$ cat src/rtl/itmr_pkg.sv
`timescale 1ns/1ps
package itmr_pkg;

    typedef enum logic [2:0] {
        ST_IDLE,
        ST_PICK,
        ST_SUB,
        ST_DIV,
        ST_ADJ
    } svc_state_t;

    // Right shift used to pick the cheap subtraction path.
    localparam int CHEAP_SHIFT = 5;

endpackage

$ cat src/rtl/itmr_counter.sv
`timescale 1ns/1ps
module itmr_counter #(
    parameter int CNT_W      = 64,
    parameter int CMP_W      = 32,
    parameter int DEF_PERIOD = 1000
) (
    input  logic             clk,
    input  logic             rst_n,
    input  logic             cmp_we,
    input  logic [CMP_W-1:0] cmp_val,
    input  logic             irq_clr,
    input  logic             irq_mask,
    output logic [CNT_W-1:0] cnt,
    output logic [CMP_W-1:0] cmp,
    output logic             pend,
    output logic             irq
);

    localparam logic [CMP_W-1:0] CMP_RST = CMP_W'(DEF_PERIOD);

    logic [CNT_W-1:0] cnt_q;
    logic [CMP_W-1:0] cmp_q;
    logic             pend_q;
    logic             hit;

    // Low slice of the counter against the compare register.
    assign hit = (cnt_q[CMP_W-1:0] == cmp_q);

    always_ff @(posedge clk or negedge rst_n) begin
        if (!rst_n) begin
            cnt_q <= '0;
        end else begin
            cnt_q <= cnt_q + 1'b1;
        end
    end

    always_ff @(posedge clk or negedge rst_n) begin
        if (!rst_n) begin
            cmp_q <= CMP_RST;
        end else if (cmp_we) begin
            cmp_q <= cmp_val;
        end
    end

    // Sticky pending; a match outranks a clear in the same cycle.
    always_ff @(posedge clk or negedge rst_n) begin
        if (!rst_n) begin
            pend_q <= 1'b0;
        end else if (hit) begin
            pend_q <= 1'b1;
        end else if (irq_clr) begin
            pend_q <= 1'b0;
        end
    end

    assign cnt  = cnt_q;
    assign cmp  = cmp_q;
    assign pend = pend_q;
    assign irq  = pend_q & ~irq_mask;

endmodule

$ cat src/rtl/itmr_divider.sv
`timescale 1ns/1ps
module itmr_divider #(
    parameter int N = 64,
    parameter int D = 32
) (
    input  logic         clk,
    input  logic         rst_n,
    input  logic         start,
    input  logic [N-1:0] dividend,
    input  logic [D-1:0] divisor,
    output logic         busy,
    output logic         done,
    output logic [N-1:0] quot,
    output logic [D-1:0] rem
);

    localparam int CW = $clog2(N + 1);
    localparam logic [CW-1:0] STEPS = CW'(N);

    logic [N-1:0]  q_q;
    logic [D-1:0]  r_q;
    logic [D-1:0]  d_q;
    logic [CW-1:0] left_q;
    logic          busy_q;
    logic          done_q;

    logic [D:0]    shifted;
    logic [D:0]    diff;
    logic          ge;

    // One restoring step: bring in the next dividend bit, try the subtract.
    assign shifted = {r_q, q_q[N-1]};
    assign diff    = shifted - {1'b0, d_q};
    assign ge      = (shifted >= {1'b0, d_q});

    always_ff @(posedge clk or negedge rst_n) begin
        if (!rst_n) begin
            q_q    <= '0;
            r_q    <= '0;
            d_q    <= '0;
            left_q <= '0;
            busy_q <= 1'b0;
            done_q <= 1'b0;
        end else begin
            done_q <= 1'b0;
            if (start && !busy_q) begin
                q_q    <= dividend;
                r_q    <= '0;
                d_q    <= divisor;
                left_q <= STEPS;
                busy_q <= 1'b1;
            end else if (busy_q) begin
                q_q    <= {q_q[N-2:0], ge};
                r_q    <= ge ? diff[D-1:0] : shifted[D-1:0];
                left_q <= left_q - 1'b1;
                if (left_q == CW'(1)) begin
                    busy_q <= 1'b0;
                    done_q <= 1'b1;
                end
            end
        end
    end

    assign busy = busy_q;
    assign done = done_q;
    assign quot = q_q;
    assign rem  = r_q;

endmodule

$ cat src/rtl/itmr_engine.sv
`timescale 1ns/1ps
module itmr_engine
    import itmr_pkg::*;
#(
    parameter int CNT_W      = 64,
    parameter int CMP_W      = 32,
    parameter int PER_W      = 32,
    parameter int DEF_PERIOD = 1000,
    parameter int LATE_TICKS = 1000,
    parameter int NEAR_SHIFT = 13
) (
    input  logic             clk,
    input  logic             rst_n,
    input  logic             period_we,
    input  logic [PER_W-1:0] period_wdata,
    input  logic             arm,
    input  logic             svc_start,
    input  logic [CNT_W-1:0] cnt,
    output logic             cmp_we,
    output logic [CMP_W-1:0] cmp_val,
    output logic             busy,
    output logic             done,
    output logic [CNT_W-1:0] ticks,
    output logic             late,
    output logic [CNT_W-1:0] expect_tick
);

    localparam logic [PER_W-1:0] PER_RST  = PER_W'(DEF_PERIOD);
    localparam logic [CNT_W-1:0] EXP_RST  = CNT_W'(DEF_PERIOD);
    localparam logic [CNT_W-1:0] NEAR_LIM = CNT_W'(1) << NEAR_SHIFT;
    localparam logic [CNT_W-1:0] LATE_LIM = CNT_W'(LATE_TICKS);

    svc_state_t state_q, state_d;

    logic [PER_W-1:0] period_q;
    logic [PER_W-1:0] per_s_q;
    logic [CNT_W-1:0] now_q;
    logic [CNT_W-1:0] rem_q;
    logic [CNT_W-1:0] ticks_q;
    logic [CNT_W-1:0] expect_q;
    logic             late_q;
    logic             done_q;

    logic [CNT_W-1:0] per_ext;
    logic [CNT_W-1:0] conv;
    logic [CNT_W-1:0] new_exp;
    logic [CNT_W-1:0] skip_add;
    logic [CNT_W-1:0] arm_val;
    logic             take_cheap;
    logic             sub_again;

    logic             div_start;
    logic             div_busy;
    logic             div_done;
    logic [CNT_W-1:0] div_quot;
    logic [PER_W-1:0] div_rem;

    assign per_ext    = CNT_W'(per_s_q);
    assign take_cheap = ((rem_q >> CHEAP_SHIFT) < per_ext);
    assign sub_again  = (rem_q > per_ext);
    assign conv       = per_ext - rem_q;
    assign new_exp    = now_q + conv;
    assign skip_add   = (conv < NEAR_LIM) ? per_ext : '0;
    assign arm_val    = cnt + CNT_W'(period_q);

    itmr_divider #(
        .N (CNT_W),
        .D (PER_W)
    ) u_div (
        .clk      (clk),
        .rst_n    (rst_n),
        .start    (div_start),
        .dividend (rem_q),
        .divisor  (per_s_q),
        .busy     (div_busy),
        .done     (div_done),
        .quot     (div_quot),
        .rem      (div_rem)
    );

    // State register
    always_ff @(posedge clk or negedge rst_n) begin
        if (!rst_n) begin
            state_q <= ST_IDLE;
        end else begin
            state_q <= state_d;
        end
    end

    // Transitions
    always_comb begin
        state_d = state_q;
        unique case (state_q)
            ST_IDLE: begin
                if (!arm && svc_start) begin
                    state_d = ST_PICK;
                end
            end
            ST_PICK: state_d = take_cheap ? ST_SUB : ST_DIV;
            ST_SUB:  state_d = sub_again ? ST_SUB : ST_ADJ;
            ST_DIV:  state_d = div_done ? ST_ADJ : ST_DIV;
            ST_ADJ:  state_d = ST_IDLE;
            default: state_d = ST_IDLE;
        endcase
    end

    // Combinational outputs toward the counter and divider
    always_comb begin
        cmp_we    = 1'b0;
        cmp_val   = '0;
        div_start = 1'b0;
        unique case (state_q)
            ST_IDLE: begin
                if (arm) begin
                    cmp_we  = 1'b1;
                    cmp_val = arm_val[CMP_W-1:0];
                end
            end
            ST_PICK: div_start = !take_cheap && !div_busy;
            ST_ADJ: begin
                cmp_we  = 1'b1;
                cmp_val = CMP_W'(new_exp + skip_add);
            end
            default: ;
        endcase
    end

    // Datapath registers
    always_ff @(posedge clk or negedge rst_n) begin
        if (!rst_n) begin
            period_q <= PER_RST;
            per_s_q  <= PER_RST;
            now_q    <= '0;
            rem_q    <= '0;
            ticks_q  <= '0;
            expect_q <= EXP_RST;
            late_q   <= 1'b0;
            done_q   <= 1'b0;
        end else begin
            done_q <= 1'b0;
            if (period_we && (period_wdata != '0)) begin
                period_q <= period_wdata;
            end
            unique case (state_q)
                ST_IDLE: begin
                    if (arm) begin
                        expect_q <= arm_val;
                    end else if (svc_start) begin
                        now_q   <= cnt;
                        rem_q   <= cnt - expect_q;
                        per_s_q <= period_q;
                        ticks_q <= CNT_W'(1);
                    end
                end
                ST_SUB: begin
                    if (sub_again) begin
                        rem_q   <= rem_q - per_ext;
                        ticks_q <= ticks_q + 1'b1;
                    end
                end
                ST_DIV: begin
                    if (div_done) begin
                        ticks_q <= div_quot + 1'b1;
                        rem_q   <= CNT_W'(div_rem);
                    end
                end
                ST_ADJ: begin
                    expect_q <= new_exp;
                    late_q   <= (ticks_q > LATE_LIM);
                    done_q   <= 1'b1;
                end
                default: ;
            endcase
        end
    end

    assign busy        = (state_q != ST_IDLE);
    assign done        = done_q;
    assign ticks       = ticks_q;
    assign late        = late_q;
    assign expect_tick = expect_q;

endmodule

$ cat src/rtl/interval_tick_timer.sv
`timescale 1ns/1ps
module interval_tick_timer #(
    parameter int CNT_W      = 64,
    parameter int CMP_W      = 32,
    parameter int PER_W      = 32,
    parameter int DEF_PERIOD = 1000,
    parameter int LATE_TICKS = 1000,
    parameter int NEAR_SHIFT = 13
) (
    input  logic             clk,
    input  logic             rst_n,
    input  logic             period_we,
    input  logic [PER_W-1:0] period_wdata,
    input  logic             arm,
    input  logic             svc_start,
    input  logic             irq_mask,
    input  logic             irq_clr,
    output logic [CNT_W-1:0] counter_o,
    output logic [CMP_W-1:0] compare_o,
    output logic             pend_o,
    output logic             irq_o,
    output logic             busy_o,
    output logic             done_o,
    output logic [CNT_W-1:0] ticks_o,
    output logic             late_o,
    output logic [CNT_W-1:0] expect_o
);

    logic             cmp_we;
    logic [CMP_W-1:0] cmp_val;

    itmr_counter #(
        .CNT_W      (CNT_W),
        .CMP_W      (CMP_W),
        .DEF_PERIOD (DEF_PERIOD)
    ) u_cnt (
        .clk      (clk),
        .rst_n    (rst_n),
        .cmp_we   (cmp_we),
        .cmp_val  (cmp_val),
        .irq_clr  (irq_clr),
        .irq_mask (irq_mask),
        .cnt      (counter_o),
        .cmp      (compare_o),
        .pend     (pend_o),
        .irq      (irq_o)
    );

    itmr_engine #(
        .CNT_W      (CNT_W),
        .CMP_W      (CMP_W),
        .PER_W      (PER_W),
        .DEF_PERIOD (DEF_PERIOD),
        .LATE_TICKS (LATE_TICKS),
        .NEAR_SHIFT (NEAR_SHIFT)
    ) u_eng (
        .clk          (clk),
        .rst_n        (rst_n),
        .period_we    (period_we),
        .period_wdata (period_wdata),
        .arm          (arm),
        .svc_start    (svc_start),
        .cnt          (counter_o),
        .cmp_we       (cmp_we),
        .cmp_val      (cmp_val),
        .busy         (busy_o),
        .done         (done_o),
        .ticks        (ticks_o),
        .late         (late_o),
        .expect_tick  (expect_o)
    );

endmodule

$ cat config.mk
export PLATFORM = sky130hd
export DESIGN_NAME = interval_tick_timer
export DESIGN_NICKNAME = d
export VERILOG_FILES = /design/src/rtl/itmr_pkg.sv /design/src/rtl/itmr_counter.sv /design/src/rtl/itmr_divider.sv /design/src/rtl/itmr_engine.sv /design/src/rtl/interval_tick_timer.sv
export SDC_FILE = /design/constraint.sdc
export NUM_CORES = 2
export LEC_CHECK = 0
export BUFFER_PORTS_ARGS = -buffer_cell sky130_fd_sc_hd__clkbuf_2
export CAP_MARGIN = 20
export CORE_ASPECT_RATIO = 1.4
export CORE_MARGIN = 8
export CORE_UTILIZATION = 60
export DETAILED_ROUTE_END_ITERATION = 7
export MAX_ROUTING_LAYER = met4
export PLACE_DENSITY = 0.86
export SYNTH_ARGS = -nofsm -noshare
export SYNTH_HDL_FRONTEND = slang
export SYNTH_SLANG_ARGS = --single-unit
$ cat constraint.sdc
create_clock -name clk -period 11 [get_ports clk]
set_clock_uncertainty 0.05 [all_clocks]
set_input_delay 0.55 -clock clk [delete_from_list [all_inputs] [get_ports clk]]
set_output_delay 0.55 -clock clk [all_outputs]
set_load 0.02 [all_outputs]
Yosys cells after proc, flatten, opt, wreduce, memory -nomap -nowiden
Index checks and enable logic that the tools add are counted.
{"block": "totals", "reg_bits": 559, "out_inout_bits": 229, "ram_bits": 0, "n_memories": 0, "latchBits": 0, "rom_bits": 0, "wordCells": 105, "inputBits": 39}
{"block": "op_classes", "shift": 0, "addsub": 11, "reduce_logical": 17, "order_cmp": 5, "mux": 39, "div_mod_pow": 0, "bitwise": 3, "n_eq_ne": 12, "mul": 0}
{"cell": "$mux W64", "count": 11}
{"cell": "$pmux W64 S3", "count": 2}
{"cell": "$add A64 B1 Y64 const B", "count": 3}
{"cell": "$mux W32", "count": 5}
{"cell": "$pmux W64 S2", "count": 1}
{"cell": "$add A64 B32 Y64", "count": 1}
{"cell": "$add A64 B64 Y64", "count": 1}
{"cell": "$gt A64 B10 Y1 const B", "count": 1}
{"cell": "$gt A64 B32 Y1", "count": 1}
{"cell": "$lt A64 B14 Y1 const B", "count": 1}
{"cell": "$pmux W32 S2", "count": 1}
{"cell": "$sub A32 B64 Y64", "count": 1}
{"cell": "$sub A64 B32 Y64", "count": 1}
{"cell": "$sub A64 B64 Y64", "count": 1}
{"cell": "$lt A59 B32 Y1", "count": 1}
{"cell": "$ge A33 B32 Y1", "count": 1}
{"cell": "$add A32 B32 Y32", "count": 1}
{"cell": "$eq A32 B32 Y1", "count": 1}
{"cell": "$reduce_bool A32 Y1", "count": 1}
{"cell": "$sub A32 B32 Y32", "count": 1}
{"cell": "$mux W7", "count": 2}
{"cell": "$mux W1", "count": 12}
{"cell": "$pmux W3 S4", "count": 1}
{"cell": "$mux W3", "count": 3}
{"cell": "other kinds (18)", "count": 32}

Depth between registers and ports, before layout
{"block": "depth", "depth_word": 6, "mapped_depth": 33, "ltp_nobuf": 32}

Cells and area by module
From an unflattened synthesis, not the netlist that was laid out.
{"block": "unflattened", "cells_unflattened": 5662, "hier_area_um2": 45877.8}
{"module": "itmr_engine", "instances": 1, "cells_each": 4379, "area_per_inst_um2": 33096.7, "seq_area_each_um2": 8155.3}
{"module": "itmr_divider", "instances": 1, "cells_each": 899, "area_per_inst_um2": 8124.0, "seq_area_each_um2": 3428.3}
{"module": "itmr_counter", "instances": 1, "cells_each": 384, "area_per_inst_um2": 4657.0, "seq_area_each_um2": 2434.8}

Worst setup path before layout
Ideal clock, no wire load.
{"block": "synth_timing", "kind": "register to register", "start": "register u_eng.per_s_q[0]", "end": "register u_cnt.cmp_q[31] (netlist: u_cnt.cmp[31])", "path_slack_ns": 3.803, "path_stages_with_launch": 33, "period_less_slack_ns": 7.197, "arrival_time_ns": 7.000, "required_ns": 10.804, "cell_sequence": "dfrtp_1 -> inv_1 -> ha_1 -> inv_1 -> fa_1 -> a21oi_1 -> o221ai_1 -> a21boi_0 -> o21bai_1 -> xor2_1 -> or4_1 -> or3_1 -> nor4_1 -> nor4b_2 -> and3_2 -> nand4_4 -> buf_6 -> nor4_1 -> ha_1 -> clkbuf_1 -> nand2_1 -> o211a_1 -> o41ai_1 -> a21o_1 -> a21oi_1 -> o31ai_1 -> a221o_1 -> nand2_1 -> o21ai_0 -> o21ai_0 -> or4b_2 -> a21boi_0 -> a311oi_1"}
{"block": "synth_between", "elab_chain_len": 5, "elab_cells_between_ends": 6}
{"element": "from (decl)", "line": "itmr_engine.sv:36", "rtl": "logic [PER_W-1:0] per_s_q;"}
{"element": "from (signal assigned)", "line": "itmr_engine.sv:151", "rtl": "per_s_q <= period_q;"}
{"element": "$sub A32 B64 Y64", "line": "itmr_engine.sv:61", "rtl": "assign conv = per_ext - rem_q;"}
{"element": "$lt A64 B14 Y1", "line": "itmr_engine.sv:63", "rtl": "assign skip_add = (conv < NEAR_LIM) ? per_ext : '0;"}
{"element": "$mux W32", "line": "itmr_engine.sv:63"}
{"element": "$add A32 B32 Y32 *", "line": "itmr_engine.sv:122", "rtl": "cmp_val = CMP_W'(new_exp + skip_add);"}
{"element": "$pmux W32 S2 *", "line": "itmr_engine.sv:112", "rtl": "unique case (state_q)"}
{"element": "to (signal assigned)", "line": "itmr_counter.sv:41", "rtl": "cmp_q <= cmp_val;"}
{"element": "to (decl)", "line": "itmr_counter.sv:22", "rtl": "logic [CMP_W-1:0] cmp_q;"}
Every way passes the cells marked *; elsewhere a longest branch is shown, timed or not.
A chain may end at the register's enable or synchronous reset.

Worst setup path in the final report
Same ends and word-level chain as after synthesis.

==> flow_summary.yaml <==
power_and_ir_drop:
  vdd_ir_drop_max_uv: 143.8
  netSwitchingPower_mw: 1.855
  clock_power_share: 0.377
  p_leak_nw: 23.31
  pint_mw: 3.920
  sw_frac_of_total: 0.3213
  comb_power_share: 0.213
  powerDensity_mw_per_mm2: 118.3
  power.share.sequential: 0.410
  report.power.total_mw: 5.775
setup_path:
  reg2regPathDepth: 30
  critical_path.most_common_cell: "sky130_fd_sc_hd__a21oi_1"
  cp.arrival_ns: 9.70
  worstSetupStartpoint: "u_eng.per_s_q[0]"
  timing.critical_path.slowest_cell_delay_ns: 0.80
  kind_of_critical_path: "register to register"
  startpoint_types: "register"
  worstPathRequired_ns: 11.47
  end_kind: "register"
  critical_path.max_fanout: 31
  cp_slowest_cell: "sky130_fd_sc_hd__a21boi_0"
  critical_path.reg2reg.startpoint: "u_eng.per_s_q[0]"
yosys:
  synth.area.top_cells: "sky130_fd_sc_hd__dfrtp_1, sky130_fd_sc_hd__ha_1, sky130_fd_sc_hd__nand2_1"
  yosysUniqueCellTypes: 86
  synth.net_count: 5969
  synthesis.area_per_instance_um2: 8.010
  syn_area_mm2: 0.04488
  async_set_or_reset_flop_fraction_in_the_synthesized_netlist: 1.000
  synth_ff_type: "sky130_fd_sc_hd__dfrtp_1"
  netlist.top_cell.by_area: "sky130_fd_sc_hd__dfrtp_1"
  yosys_register_bits: 559
  proportion_of_synthesized_chip_area_in_sequential_cells: 0.3124
  yosysWarnings: 0
  synth-edff-count: 0
  postSynthCellCount: 5603
  synthTopCellsByCount: "sky130_fd_sc_hd__nand2_1, sky130_fd_sc_hd__dfrtp_1, sky130_fd_sc_hd__o21ai_0"
  yosys.cell_count.top_type: "sky130_fd_sc_hd__nand2_1"
  synth.top_cell.area_share: 0.2983
sta:
  maxClockFrequency_mhz: 108.3
  slew-limit-headroom: 0.1732
  holdWs_ns: 0.02509
  timing.final.ws_setup_ns: 1.769
  tns_ns: 0
  hold_viol: 0
  slew_violations: 0
  setup_viol_count_final: 0
  clock_period_minus_final_worst_setup_slack_ns: 9.231
  tightestPinTransition_ns: 1.209
  layout_worst_path_cycle_share: 0.8392
  unrepaired_setup_endpoints_after_global_routing: "no"
clock_network:
  cts-buffers-inserted: 58
  cts_root_buf: "sky130_fd_sc_hd__clkbuf_16"
  cts.reportedPaths.clkPinSlew_ns: 0.07
  ctsHtreeMaxLevel: 2
  post-cts-setup-buffers: 0
  numClockSinks: 559
  tritoncts: "done"
  clk-insertion-delay-late_ns: 0.67
  cts_buffer_depth: 3
worst_hold_path:
  hold_path.startpoint: "irq_clr"
  timing.hold.worst_path_depth: 2
  min-delay-path-class: "input pin to register"
grt:
  grt_first_pass_wirelength_mm: 260.9
  grt_start_max_net_pins: 136
  grt_pass1_vias: 42640
  grt.total_usage: 0.4100
  gr_overflow_total: 0
  antenna_found_initial: 5
placement:
  numPortBuffers: 267
  place.detailed.instances: 6575
  finalWeightedCongestion: 1.089
  dp_hpwl_mm: 133.0
  post_dp_cell_area_mm2: 0.04671
  dp_slack_ns: 1.923
layout:
  final_cell_count_no_fill: 6689
  finish.instance_area_mm2: 0.04881
  nNetsFinal: 6043
  drive_above_1_share: 0.09605
  area_growth_syn_to_layout_pct: 8.762
  filler_cell_count: 6282
  postLayoutCoreUtil: 0.6599
drt:
  post_detailed_routing_wire_length_mm: 173.2
  viasPerCell: 6.724
  initialDrtViolationCount: 5336
  detailed_route_wire_length_per_cell_um: 25.89
  via_count: 44980
  postRouteAntennaNets: 0
  detailedRoute.firstPassIterationCount: 6
  remaining_design_rule_violation_count: 0
die:
  die_w_um: 247.1
  placement_rows: 118
  io-pin-count: 268
  floorplan.core_area_mm2: 0.07397
  start_util: 0.6068
  design.die.area_mm2: 0.08393
  die_y_um: 339.6
run_status:
  outcome: "finished, final reports clean"
flow_run:
  maxCapViolCount: 0
## area by class of cell
cell class	instances	area (µm²)	share of cell area
Antenna cell	3	7.507	0.0001538
Tap cell	960	1201	0.02461
Multi-Input combinational cell	4478	28760	0.5892
Sequential cell	559	14030	0.2873
Clock buffer	79	1692	0.03466
Timing Repair Buffer	323	1799	0.03686
Clock inverter	30	362.8	0.007433
Inverter	257	964.7	0.01976
## worst paths after layout
path	end	slack [ns]
min in group asynchronous	u_cnt.cnt[3]	0.50
worst max register to register	u_cnt.cmp[31]	1.77
worst max-delay path	u_cnt.cmp[31]	1.77
worst min register to register	u_eng.now_q[37]	0.44
worst min-delay path	u_cnt.pend	0.03
max in group asynchronous	u_eng.u_div.quot[61]	8.05
## state kept, by name, summed over array words and instances, names as in the netlist, 7 cells and up
register,count
u_eng.per_s_q,32
u_eng.u_div.d_q,32
u_eng.period_q,32
u_eng.ticks,64
u_eng.now_q,64
u_eng.u_div.rem,32
u_eng.expect_tick,64
u_eng.rem_q,64
u_eng.u_div.left_q,7
u_eng.u_div.quot,64
u_cnt.cmp,32
u_cnt.cnt,64
## layout by cell type (no fill, tap or decap), drive strengths merged, types with 38 or more instances in the layout
master,n
a211oi,41
a21o,198
a21oi,419
a22oi,38
a31oi,51
and3,43
buf,56
clkbuf,345
dfrtp,535
ha,320
inv,259
mux2,38
mux2i,69
nand2,804
nand2b,45
nand3,187
nand4,86
nor2,367
nor2b,43
nor3,121
nor4,98
o211ai,65
o21a,46
o21ai,450
o21bai,43
xnor2,252
xor2,197
## cell families after synthesis
| kind of cell | count (synthesis) | synth area share |
|---|---|---|
| AOI/OAI and AO/OA | 1652 | 0.2332 |
| muxes | 107 | 0.02492 |
| buffers and inverters | 566 | 0.04842 |
| DFF | 559 | 0.3124 |
| xor gates and xnor gates | 449 | 0.08762 |
| adders and majority gates | 327 | 0.09233 |
| and+or+nand+nor | 1943 | 0.2011 |
## power groups by stage
stage | combinational [mW] | clock [mW] | sequential [mW]
after global placement | 1.17 | 0 | 2.39
after floorplan | 0.910 | 0 | 2.30
after detailed placement | 1.20 | 0 | 2.40
final | 1.23 | 2.18 | 2.37
after CTS | 1.21 | 2.18 | 2.36
after global routing | 1.36 | 2.26 | 2.38
## timing repair
item | 4_1_cts | 5_1_grt
setup endpoints to repair | 0 | 0
endpoints found under the hold margin | 86 | 0
hold buffers | 1 | 0
gates resized for setup | 0 | 0
## layer usage
metal	vias to the layer above	global-route usage	routed length (µm)
met3	489	0.06925	17520
met5	-	-	0
met4	0	0.1913	9721
met1	21610	0.5404	69240
met2	2651	0.6107	76690
li1	20220	-	-
## critical path, delay by kind of cell (launching register included)
family / cells / cell delay (ns)
buffers and inverters: 2 / 0.20
XOR/XNOR: 1 / 0.24
AND/OR/NAND/NOR: 9 / 3.45
adder cells (fa/ha/maj): 3 / 0.82
AO/OA/AOI/OAI: 15 / 3.85
flip-flops: 1 / 0.42
(Power assumes the default switching activity.)
